<file path="config.mk">
export PLATFORM = sky130hd
export DESIGN_NAME = baudgen
export DESIGN_NICKNAME = d
export VERILOG_FILES = /design/src/rtl/baudgen_pkg.sv /design/src/rtl/baudgen_sync.sv /design/src/rtl/baudgen_srcsel.sv /design/src/rtl/baudgen_prescale.sv /design/src/rtl/baudgen_divider.sv /design/src/rtl/baudgen.sv
export SDC_FILE = /design/constraint.sdc
export NUM_CORES = 1
export LEC_CHECK = 0
export CAP_MARGIN = 20
export CORE_MARGIN = 4
export CORE_UTILIZATION = 48
export CTS_BUF_LIST = sky130_fd_sc_hd__clkbuf_2
export DETAILED_ROUTE_END_ITERATION = 12
export PLACE_DENSITY = 0.82
export SLEW_MARGIN = 20
export SYNTH_ARGS = -nofsm -noshare
export SYNTH_HDL_FRONTEND = slang
export SYNTH_SLANG_ARGS = --single-unit
</file>
<file path="constraint.sdc">
create_clock -name clk -period 3.2 [get_ports clk]
set_clock_uncertainty 0.05 [all_clocks]
set_input_delay 0.32 -clock clk [delete_from_list [all_inputs] [get_ports clk]]
set_output_delay 0.32 -clock clk [all_outputs]
set_load 0.05 [all_outputs]
</file>
<file path="src/rtl/baudgen_pkg.sv">
package baudgen_pkg;

   // Control word layout, bit 0 = least significant bit
   localparam int CTRL_W     = 32;
   localparam int B_PRE16    = 0;
   localparam int B_DIV_LO   = 1;
   localparam int B_DIV_HI   = 12;
   localparam int B_AUTOBAUD = 13;
   localparam int B_SRC_LO   = 14;
   localparam int B_SRC_HI   = 15;
   localparam int B_RUN      = 16;
   localparam int B_SOFTRST  = 17;
   localparam int DIV_FIELD_W = B_DIV_HI - B_DIV_LO + 1;
   localparam int N_SRC       = 3;

   typedef enum logic [1:0] {
      SRC_REF   = 2'b00,
      SRC_PIN_A = 2'b01,
      SRC_PIN_B = 2'b10,
      SRC_NONE  = 2'b11
   } src_sel_e;

   typedef struct packed {
      logic                   soft_rst;
      logic                   run;
      src_sel_e               src;
      logic [DIV_FIELD_W-1:0] div;
      logic                   pre16;
   } bg_cfg_t;

endpackage

</file>
<file path="src/rtl/baudgen_sync.sv">
module baudgen_sync #(
   parameter int STAGES = 2
) (
   input  logic clk,
   input  logic rst_n,
   input  logic d,
   output logic q
);

   generate
      if (STAGES == 0) begin : g_pass
         assign q = d;
      end else begin : g_chain
         for (genvar i = 0; i < STAGES; i++) begin : g_st
            logic s;
            if (i == 0) begin : g_first
               always_ff @(posedge clk) begin
                  if (!rst_n) s <= 1'b0;
                  else        s <= d;
               end
            end else begin : g_next
               always_ff @(posedge clk) begin
                  if (!rst_n) s <= 1'b0;
                  else        s <= g_st[i-1].s;
               end
            end
         end
         assign q = g_st[STAGES-1].s;
      end
   endgenerate

endmodule

</file>
<file path="src/rtl/baudgen_srcsel.sv">
module baudgen_srcsel
   import baudgen_pkg::*;
#(
   parameter int PIN_SYNC_STAGES = 2,
   parameter int REF_SYNC_STAGES = 0
) (
   input  logic     clk,
   input  logic     rst_n,
   input  logic     ref_lvl,
   input  logic     pin_a,
   input  logic     pin_b,
   input  src_sel_e sel,
   output logic     edge_evt
);

   logic [N_SRC-1:0] raw_lvl;
   logic [N_SRC-1:0] syn_lvl;
   logic             cur_lvl;
   logic             last_lvl;

   assign raw_lvl = {pin_b, pin_a, ref_lvl};

   generate
      for (genvar k = 0; k < N_SRC; k++) begin : g_src
         localparam int DEPTH = (k == 0) ? REF_SYNC_STAGES : PIN_SYNC_STAGES;
         baudgen_sync #(.STAGES(DEPTH)) u_sync (
            .clk  (clk),
            .rst_n(rst_n),
            .d    (raw_lvl[k]),
            .q    (syn_lvl[k])
         );
      end
   endgenerate

   always_comb begin
      case (sel)
         SRC_REF:   cur_lvl = syn_lvl[0];
         SRC_PIN_A: cur_lvl = syn_lvl[1];
         SRC_PIN_B: cur_lvl = syn_lvl[2];
         default:   cur_lvl = last_lvl;
      endcase
   end

   always_ff @(posedge clk) begin
      if (!rst_n) last_lvl <= 1'b0;
      else        last_lvl <= cur_lvl;
   end

   assign edge_evt = (sel != SRC_NONE) && (cur_lvl != last_lvl);

endmodule

</file>
<file path="src/rtl/baudgen_prescale.sv">
module baudgen_prescale #(
   parameter int PRE_DIV = 16
) (
   input  logic clk,
   input  logic rst_n,
   input  logic clr,
   input  logic pre_on,
   input  logic evt_in,
   output logic evt_out
);

   generate
      if (PRE_DIV == 1) begin : g_bypass
         logic unused_pre;
         assign unused_pre = ^{clk, rst_n, clr, pre_on};
         assign evt_out    = evt_in;
      end else begin : g_count
         localparam int PW = $clog2(PRE_DIV);
         logic [PW-1:0] pcnt;

         always_ff @(posedge clk) begin
            if (!rst_n || clr)         pcnt <= '0;
            else if (evt_in && pre_on) pcnt <= pcnt + 1'b1;
         end

         assign evt_out = pre_on ? (evt_in && (pcnt == {PW{1'b1}})) : evt_in;
      end
   endgenerate

endmodule

</file>
<file path="src/rtl/baudgen_divider.sv">
module baudgen_divider #(
   parameter int DIV_W = 12
) (
   input  logic             clk,
   input  logic             rst_n,
   input  logic             clr,
   input  logic             evt,
   input  logic [DIV_W-1:0] div,
   output logic             out_lvl,
   output logic             out_tick
);

   logic [DIV_W-1:0] cnt;
   logic             expire;

   assign expire = evt && (cnt == '0);

   always_ff @(posedge clk) begin
      if (!rst_n || clr) begin
         cnt      <= div;
         out_lvl  <= 1'b1;
         out_tick <= 1'b0;
      end else begin
         out_tick <= expire;
         if (expire) begin
            cnt     <= div;
            out_lvl <= ~out_lvl;
         end else if (evt) begin
            cnt <= cnt - 1'b1;
         end
      end
   end

endmodule

</file>
<file path="src/rtl/baudgen.sv">
module baudgen
   import baudgen_pkg::*;
#(
   parameter int DIV_W           = 12,
   parameter int PRE_DIV         = 16,
   parameter int PIN_SYNC_STAGES = 2,
   parameter int REF_SYNC_STAGES = 0
) (
   input  logic              clk,
   input  logic              rst_n,
   input  logic [CTRL_W-1:0] ctrl_word,
   input  logic              ref_lvl,
   input  logic              pin_a,
   input  logic              pin_b,
   output logic              baud_clk,
   output logic              baud_tick
);

   generate
      if (DIV_W < 1 || DIV_W > DIV_FIELD_W) begin : g_bad_div
         $error("baudgen: DIV_W must lie in 1..%0d", DIV_FIELD_W);
      end
      if (PRE_DIV < 1 || (PRE_DIV & (PRE_DIV - 1)) != 0) begin : g_bad_pre
         $error("baudgen: PRE_DIV must be a power of two");
      end
      if (PIN_SYNC_STAGES < 2) begin : g_bad_sync
         $error("baudgen: PIN_SYNC_STAGES must be at least 2");
      end
      if (REF_SYNC_STAGES < 0) begin : g_bad_ref
         $error("baudgen: REF_SYNC_STAGES must not be negative");
      end
   endgenerate

   bg_cfg_t cfg;
   logic    edge_evt;
   logic    live_evt;
   logic    div_evt;
   logic    unused_bits;

   assign cfg.soft_rst = ctrl_word[B_SOFTRST];
   assign cfg.run      = ctrl_word[B_RUN];
   assign cfg.src      = src_sel_e'(ctrl_word[B_SRC_HI:B_SRC_LO]);
   assign cfg.div      = ctrl_word[B_DIV_HI:B_DIV_LO];
   assign cfg.pre16    = ctrl_word[B_PRE16];

   assign unused_bits = ^{ctrl_word[CTRL_W-1:B_SOFTRST+1], ctrl_word[B_AUTOBAUD], cfg.div};

   baudgen_srcsel #(
      .PIN_SYNC_STAGES(PIN_SYNC_STAGES),
      .REF_SYNC_STAGES(REF_SYNC_STAGES)
   ) u_src (
      .clk     (clk),
      .rst_n   (rst_n),
      .ref_lvl (ref_lvl),
      .pin_a   (pin_a),
      .pin_b   (pin_b),
      .sel     (cfg.src),
      .edge_evt(edge_evt)
   );

   assign live_evt = edge_evt && cfg.run && !cfg.soft_rst;

   baudgen_prescale #(.PRE_DIV(PRE_DIV)) u_pre (
      .clk    (clk),
      .rst_n  (rst_n),
      .clr    (cfg.soft_rst),
      .pre_on (cfg.pre16),
      .evt_in (live_evt),
      .evt_out(div_evt)
   );

   baudgen_divider #(.DIV_W(DIV_W)) u_div (
      .clk     (clk),
      .rst_n   (rst_n),
      .clr     (cfg.soft_rst),
      .evt     (div_evt),
      .div     (cfg.div[DIV_W-1:0]),
      .out_lvl (baud_clk),
      .out_tick(baud_tick)
   );

endmodule

</file>
==> metrics.md, run 1 <==
| Metric | Value |
|---|---|
| Outcome | complete, no violations |
| Critical path launch point type | input port |
| Worst slew margin | roughly three fifths |
| Largest net degree at the start of global routing | 13 |
| Worst-path clk slew | approximately 210 ps |
| Worst VDD drop | approximately 0.27 mV |
| Avg Cell Area, Syn | 11.0 sq um |
| All-layer global routing usage | 14.4% |
| Critical-path maximum fanout | 10 |
| Syn nets | between 150 and 200 |
| Share of cells above drive strength 1 | between 10% and 20% |
| I/O Buffers | 23 |
| Worst Setup EP | u_div.cnt[7]$_DFFE_PP_ |
| Cell leakage power | between 0.5 and 0.6 nW |
| Max_cap viols | 0 |
| Unrepaired setup endpoints after global routing | false |
| Vias in the first global route | 905 |
| Max Transition Viols Final | 0 |
| Worst path cell trace | clkdlybuf4s50_1 > nor4bb_1 > nand2_1 > a22o_1 > o31ai_4 > mux2_2 |
| Routed WL | ~2200 microns |
| R2r startpoint | u_div.cnt[6]$_DFFE_PP_ |
| Logic gate share of total power | 16.3% |
| Die ar. | between 3000 and 4000 sq um |
| Synth cell types | 40 |
| Most used flip-flop cell after synthesis | edfxtp_1 |
| Sw frac | 24.4% |
| ANT nets after route | 0 |
| Hold Buf Count CTS | 0 |
| Cell area after placement | roughly 1500 sq um |
| Worst Setup Slack, final | 695 ps |
| Req. time, crit path | around 3300 ps |
| Initial antenna violation count | 0 |
| Flop2flop setup slack | approximately 700 ps |
| Synth area leaders | edfxtp_1 29%, dfxtp_1 18%, mux2_2 8.1%, xnor2_1 3.5%, mux2i_1 3.2% |
| Skew-Pair Late Insertion Delay | around 320 ps |
| Seq pwr share | 62.9% |
| CTS Buf Count | 3 |
| DR iter-0 viols | 30 |
| CP Capture Type | flip-flop |
| Timing startpoint of the critical path | ctrl_word[15] |
| Fmax | roughly 400 MHz |
| Clock power share | roughly a fifth |
| Worst-margin pin slew | between 500 and 600 ps |
| Initial Utilization | 50.3% |
| Resize count post-CTS | 0 |
| Clock Tree Buf Depth | 2 |
| Placer Congestion | 0.773 |
| H-tree level count | 1 |
| Post-synth EDFFs | 12 |
| Critical path class | in -> reg |
| # nets final | between 150 and 200 |
| Filler cells | 216 |
| FP Rows | 18 |
| Dpl hpwl | around 1800 microns |
| Synth warn | 0 |
| Final Cell Area | roughly 1500 sq um |
| Top-Level Pins | 39 |
| Ant diodes | 0 |
| Vias per cell | roughly 5.5 |
| Hold crit path type | reg -> reg |
| R2r endpoint | u_div.cnt[7]$_DFFE_PP_ |
| Routed vias | a little over 900 |
| Seq/Total Area, Yosys | 46.6% |
| WL/cell | between 10 and 15 microns |
| Power Density | between 300 and 400 nW/um^2 |
| Total congestion overflow | 0 |
| Slowest stage delay, CP | 580 ps |
| Worst slack, placed | 319 ps |
| Synth Cell Area | between 1000 and 1500 sq um |
| Reg2reg path depth | 5 |
| Area growth syn-to-layout | 22.8% |
| # setup viols final | 0 |
| First-pass GRT wire length | 3830 microns |
| TNS Setup | 0 ps |
| Crit path arrival time | between 2000 and 3000 ps |
| Seq cells post-synth | 23 |
| Period utilization | 78.3% |
| Setup Buffers After CTS | 0 |
| Core area | about 2500 sq um |
| P_int | 0.000422 W |
| Asr flop ratio synth | 0% |
| Net Switching | between 0.0001 and 0.00015 W |
| Final hold slack | between 400 and 500 ps |
| CTS tree | done |
| Final hold vios | 0 |
| CTS Root Cell | clkbuf_2 |
| Drc violations | 0 |
| GRT met1 Usage | between 15 and 20% |
| Cells after Synth | approximately 110 |
| Yosys top cell area share | between 20% and 30% |
| Die Y | around 60 microns |
| Critical path's slowest cell | o31ai_4 |
| Met3 global-route usage | 1.97% |
| Core Util, Final | 61.7% |
| DR pass1 iterations | 4 |
| GR Util met2 | between 20% and 30% |
| Synth area leader | edfxtp_1 |
| Most Crowded Layer GR | met2 |
| Minimum clock period | 2500 ps |
| Die Wd | a little under 60 microns |
| CTS sink cnt | 23 |
kinds of logic after synthesis:
logic type	count (synthesis)	synth area share, %
flops	23	46.6
compound gates	15	9.35
simple gates	44	20.7
buf+inv	6	1.81
mux	14	13.2
xor+xnor	9	6.33
fa+ha+maj	2	2.01
power groups by stage:
stage	Clock, W	Combinational (W)	Sequential (W)
detailed placement	0	0.0000921	0.000358
floorplan	0	0.0000545	0.000353
global placement	0	0.0000886	0.000356
CTS	0.000123	0.0000925	0.000352
global route	0.000131	0.000102	0.000354
finish	0.000116	0.0000911	0.000351
how the worst min path moves through the flow:
stage / start / end / slack, ps / depth (start not counted)
2_1_floorplan: u_src.g_src[1].u_sync.g_chain.g_st[0].s$_SDFF_PN0_ / u_src.g_src[1].u_sync.q$_SDFF_PN0_ / 360 / 1
3_3_place_gp: u_src.g_src[1].u_sync.g_chain.g_st[0].s$_SDFF_PN0_ / u_src.g_src[1].u_sync.q$_SDFF_PN0_ / 360 / 1
3_5_place_dp: u_src.g_src[1].u_sync.g_chain.g_st[0].s$_SDFF_PN0_ / u_src.g_src[1].u_sync.q$_SDFF_PN0_ / 370 / 1
4_1_cts: u_src.g_src[1].u_sync.g_chain.g_st[0].s$_SDFF_PN0_ / u_src.g_src[1].u_sync.q$_SDFF_PN0_ / 410 / 1
5_1_grt: u_src.g_src[2].u_sync.g_chain.g_st[0].s$_SDFF_PN0_ / u_src.g_src[2].u_sync.q$_SDFF_PN0_ / 440 / 1
6_report: u_src.g_src[1].u_sync.g_chain.g_st[0].s$_SDFF_PN0_ / u_src.g_src[1].u_sync.q$_SDFF_PN0_ / 410 / 1
layer usage:
metal	up-vias	routed length, microns
met2	14	1120
met4	0	15
met3	2	87
met1	445	1010
met5	-	0
li1	469	-
layout by cell type, fill, tap and decap left out, types with 5 or more instances in the layout:
master,instances
mux2_2,9
and2_1,6
clkdlybuf4s50_1,23
edfxtp_1,12
nand2_1,10
dfxtp_1,11
xnor2_1,5
nor2_1,8
state kept, by name (all words and copies together), names as in the netlist:
signal                             cells
u_div.out_lvl                          1
u_div.out_tick                         1
u_div.cnt                             12
u_src.g_src.u_sync.g_chain.g_st.s      2
u_pre.g_count.pcnt                     4
u_src.last_lvl                         1
u_src.g_src.u_sync.q                   2
synth_stat cells, types with 2 or more instances:
cell / count
or3_2: 2
nand2_1: 10
xor2_1: 4
nor2_1: 8
mux2_2: 9
edfxtp_1: 12
a21oi_1: 2
dfxtp_1: 11
mux2i_1: 4
inv_1: 4
nor4_1: 3
o21ai_0: 3
ha_1: 2
nand3_1: 4
and2_1: 6
xnor2_1: 5
final cells by class:
cell class | count | area, sq um | area share (%)
Tap cell | 30 | 37.5 | 2.45
Multi-Input combinational cell | 84 | 642 | 42.0
Inverter | 5 | 18.8 | 1.23
Timing Repair Buffer | 23 | 230 | 15.1
Clock buffer | 4 | 20.0 | 1.31
Sequential cell | 23 | 581 | 38.0
per-stage QoR:
stage	total power (W)	std cells
finish	0.000558	169
global route	0.000587	169
detailed placement	0.000450	165
floorplan	0.000408	113
CTS	0.000567	169
global placement	0.000445	165
worst max-delay path: cells and delay by family:
kind / cells / cell delay, ps
buf+inv: 1 / 510
mux: 1 / 400
compound gates: 2 / 870
simple gates: 2 / 460
No activity file was read; power rests on OpenSTA's default activity.
==> inputs of run 2 (changes only) <==
==> constraint.sdc (replaced) <==
create_clock -name clk -period 2.6 [get_ports clk]
set_clock_uncertainty 0.05 [all_clocks]
set_input_delay 0.26 -clock clk [delete_from_list [all_inputs] [get_ports clk]]
set_output_delay 0.26 -clock clk [all_outputs]
set_load 0.05 [all_outputs]
==> run 2 against run 1 <==
Against the previous run: sequential power is 24% higher; sequential share of layout area shrank 1.5 points; first-iteration DRC count fell by 33%; register-to-register slack lost 470 ps; utilization is 2.6 points higher; critical path depth is the same; via count is 5.4% higher; power up 26%; critical path type is now reg -> reg; clock-buffer cell count unchanged; cell count increased by 4.1%; non-clock buffer count rose by 7; global-route usage up 1.4 points.
==> metrics.md, run 2 (synthesis gave the netlist of run 1 again) <==
| Metric | Value |
|---|---|
| Power Density | 441 nW/um^2 (was 365 nW/um^2) |
| Core Util, Final | 64.3% (was 61.7%) |
| Ant diodes | 0 (unchanged) |
| Largest net degree at the start of global routing | 13 (unchanged) |
| Core area | 2480 sq um (unchanged) |
| Worst slew margin | 60.5% (was 60.1%) |
| Die ar. | 3470 sq um (unchanged) |
| Worst VDD drop | 0.333 mV (was 0.272 mV) |
| Hold Buf Count CTS | 0 (unchanged) |
| Cell leakage power | 0.609 nW (was 0.571 nW) |
| DR iter-0 viols | 20 (was 30) |
| CTS sink cnt | 23 (unchanged) |
| Routed vias | 980 (was 930) |
| Cell area after placement | 1570 sq um (was 1510 sq um) |
| First-pass GRT wire length | 4130 microns (was 3830 microns) |
| Worst-margin pin slew | 587 ps (was 594 ps) |
| Commonest non-fill, non-tap cell in the layout | clkdlybuf4s50_1 (unchanged) |
| Final hold vios | 0 (unchanged) |
| Most flops, register | u_div.cnt (unchanged) |
| Drc violations | 0 (unchanged) |
| Req. time, crit path | 2680 ps (was 3260 ps) |
| Max Transition Viols Final | 0 (unchanged) |
| ANT nets after route | 0 (unchanged) |
| CP Capture Type | flip-flop (unchanged) |
| Routed WL | 2520 microns (was 2230 microns) |
| Clock Tree Buf Depth | 2 (unchanged) |
| Placer Congestion | 0.754 (was 0.773) |
| I/O Buffers | 23 (unchanged) |
| Resize count post-CTS | 0 (unchanged) |
| CTS tree | done (unchanged) |
| TNS Setup | 0 ps (unchanged) |
| CTS Buf Count | 3 (unchanged) |
| Fmax | 422 MHz |
| # nets final | 186 (was 179) |
| WL/cell | 14.3 microns (was 13.2 microns) |
| Minimum clock period | about 2400 ps |
| Period utilization | just over 90% |
| Placed Instances | 172 (was 165) |
| Final Cell Area | 1590 sq um (was 1530 sq um) |
| Worst-path clk slew | 210 ps (about the same) |
| Outcome | complete, no violations (unchanged) |
| Unrepaired setup endpoints after global routing | false (unchanged) |
| DR pass1 iterations | 4 (unchanged) |
| Vias per cell | 5.57 (was 5.50) |
| Skew-Pair Late Insertion Delay | 330 ps (was 320 ps) |
| Initial antenna violation count | 0 (unchanged) |
| H-tree level count | 1 (unchanged) |
| Critical path launch point type | flip-flop (was input port) |
| Dpl hpwl | 1970 microns (was 1750 microns) |
| Setup Buffers After CTS | 0 (unchanged) |
| Worst Setup Slack, final | 228 ps (was 695 ps) |
| Max FFs per register | 12 (unchanged) |
| Worst slack, placed | -4.80 ps (was 319 ps) |
| All-layer global routing usage | 15.8% (was 14.4%) |
| Hold crit path type | reg -> reg (unchanged) |
| Initial Utilization | 50.3% (unchanged) |
| Die Wd | 58.9 microns (unchanged) |
| Die Y | 58.9 microns (unchanged) |
| Crit path arrival time | 2450 ps (was 2570 ps) |
| Share of cells above drive strength 1 | 19.9% (was 15.8%) |
| Most frequent cells in the layout | 23 x clkdlybuf4s50_1, 12 x edfxtp_1, 11 x dfxtp_1, 10 x nand2_1, 9 x mux2_2 (unchanged) |
| FP Rows | 18 (unchanged) |
| Top-Level Pins | 39 (unchanged) |
| Top Registers | u_div.cnt: 12 flops, u_pre.g_count.pcnt: 4 flops (unchanged) |
| Max_cap viols | 0 (unchanged) |
| Total congestion overflow | 0 (unchanged) |
| # setup viols final | 0 (unchanged) |
| CTS Root Cell | clkbuf_2 (unchanged) |
| Non-filler cells, final | 176 (was 169) |
| Critical-path maximum fanout | 10 (unchanged) |
| Vias in the first global route | 1036 (was 905) |
| Critical path class | reg -> reg (was in -> reg) |
| Area growth syn-to-layout | 28.0% (was 22.8%) |
==> run 2: report_power, final <==
group	leakage (nW)	total (W)	internal, W	switching (W)
Clock	0.0166	0.000148	0.0000407	0.000107
Sequential	0.212	0.000434	0.000411	0.0000224
Combinational	0.381	0.000122	0.0000749	0.0000470
Total	0.609	0.000703	0.000527	0.000176
==> run 2: path summary, 6_finish.rpt <==
kind,depth (start not counted),slack (ps),startpoint,endpoint
max,6,230,u_div.cnt[6]$_DFFE_PP_,u_div.cnt[4]$_DFFE_PP_
min,1,420,u_src.g_src[1].u_sync.g_chain.g_st[0].s$_SDFF_PN0_,u_src.g_src[1].u_sync.q$_SDFF_PN0_
max reg2reg,6,230,u_div.cnt[6]$_DFFE_PP_,u_div.cnt[4]$_DFFE_PP_
min reg2reg,1,420,u_src.g_src[1].u_sync.g_chain.g_st[0].s$_SDFF_PN0_,u_src.g_src[1].u_sync.q$_SDFF_PN0_
==> run 2: routing by layer <==
metal | share of wire, % | track usage, % | up-vias
li1 | - | - | 483
met1 | 42 | 17.7 | 470
met2 | 51 | 27.8 | 17
met3 | 3.1 | 1.97 | 10
met4 | 3.5 | 10.4 | 0
met5 | 0 | 0 | -
==> run 2: worst max-delay path, cell delays in order (launching register included) <==
cell and delay (ps):
edfxtp_1 510, or4_4 610, nor3_4 200, inv_2 80, o31ai_4 220, buf_12 170
mux2_2 330
==> run 2: cell type report <==
class                      instances  area [sq um]
inverter                           5          18.8
timing repair buffer              30           295
fill                             205           883
sequential                        23           581
multi-input combinational         84           642
tap                               30          37.5
clock buffer                       4          20.0
==> run 2: stage by stage <==
| stage | total power, W | hold slack [ps] |
|---|---|---|
| final | 0.000703 | 423 |
| after global routing | 0.000741 | 424 |
| after CTS | 0.000709 | 421 |
| after detailed placement | 0.000563 | 383 |
| after global placement | 0.000556 | 365 |
| after floorplan | 0.000502 | 332 |
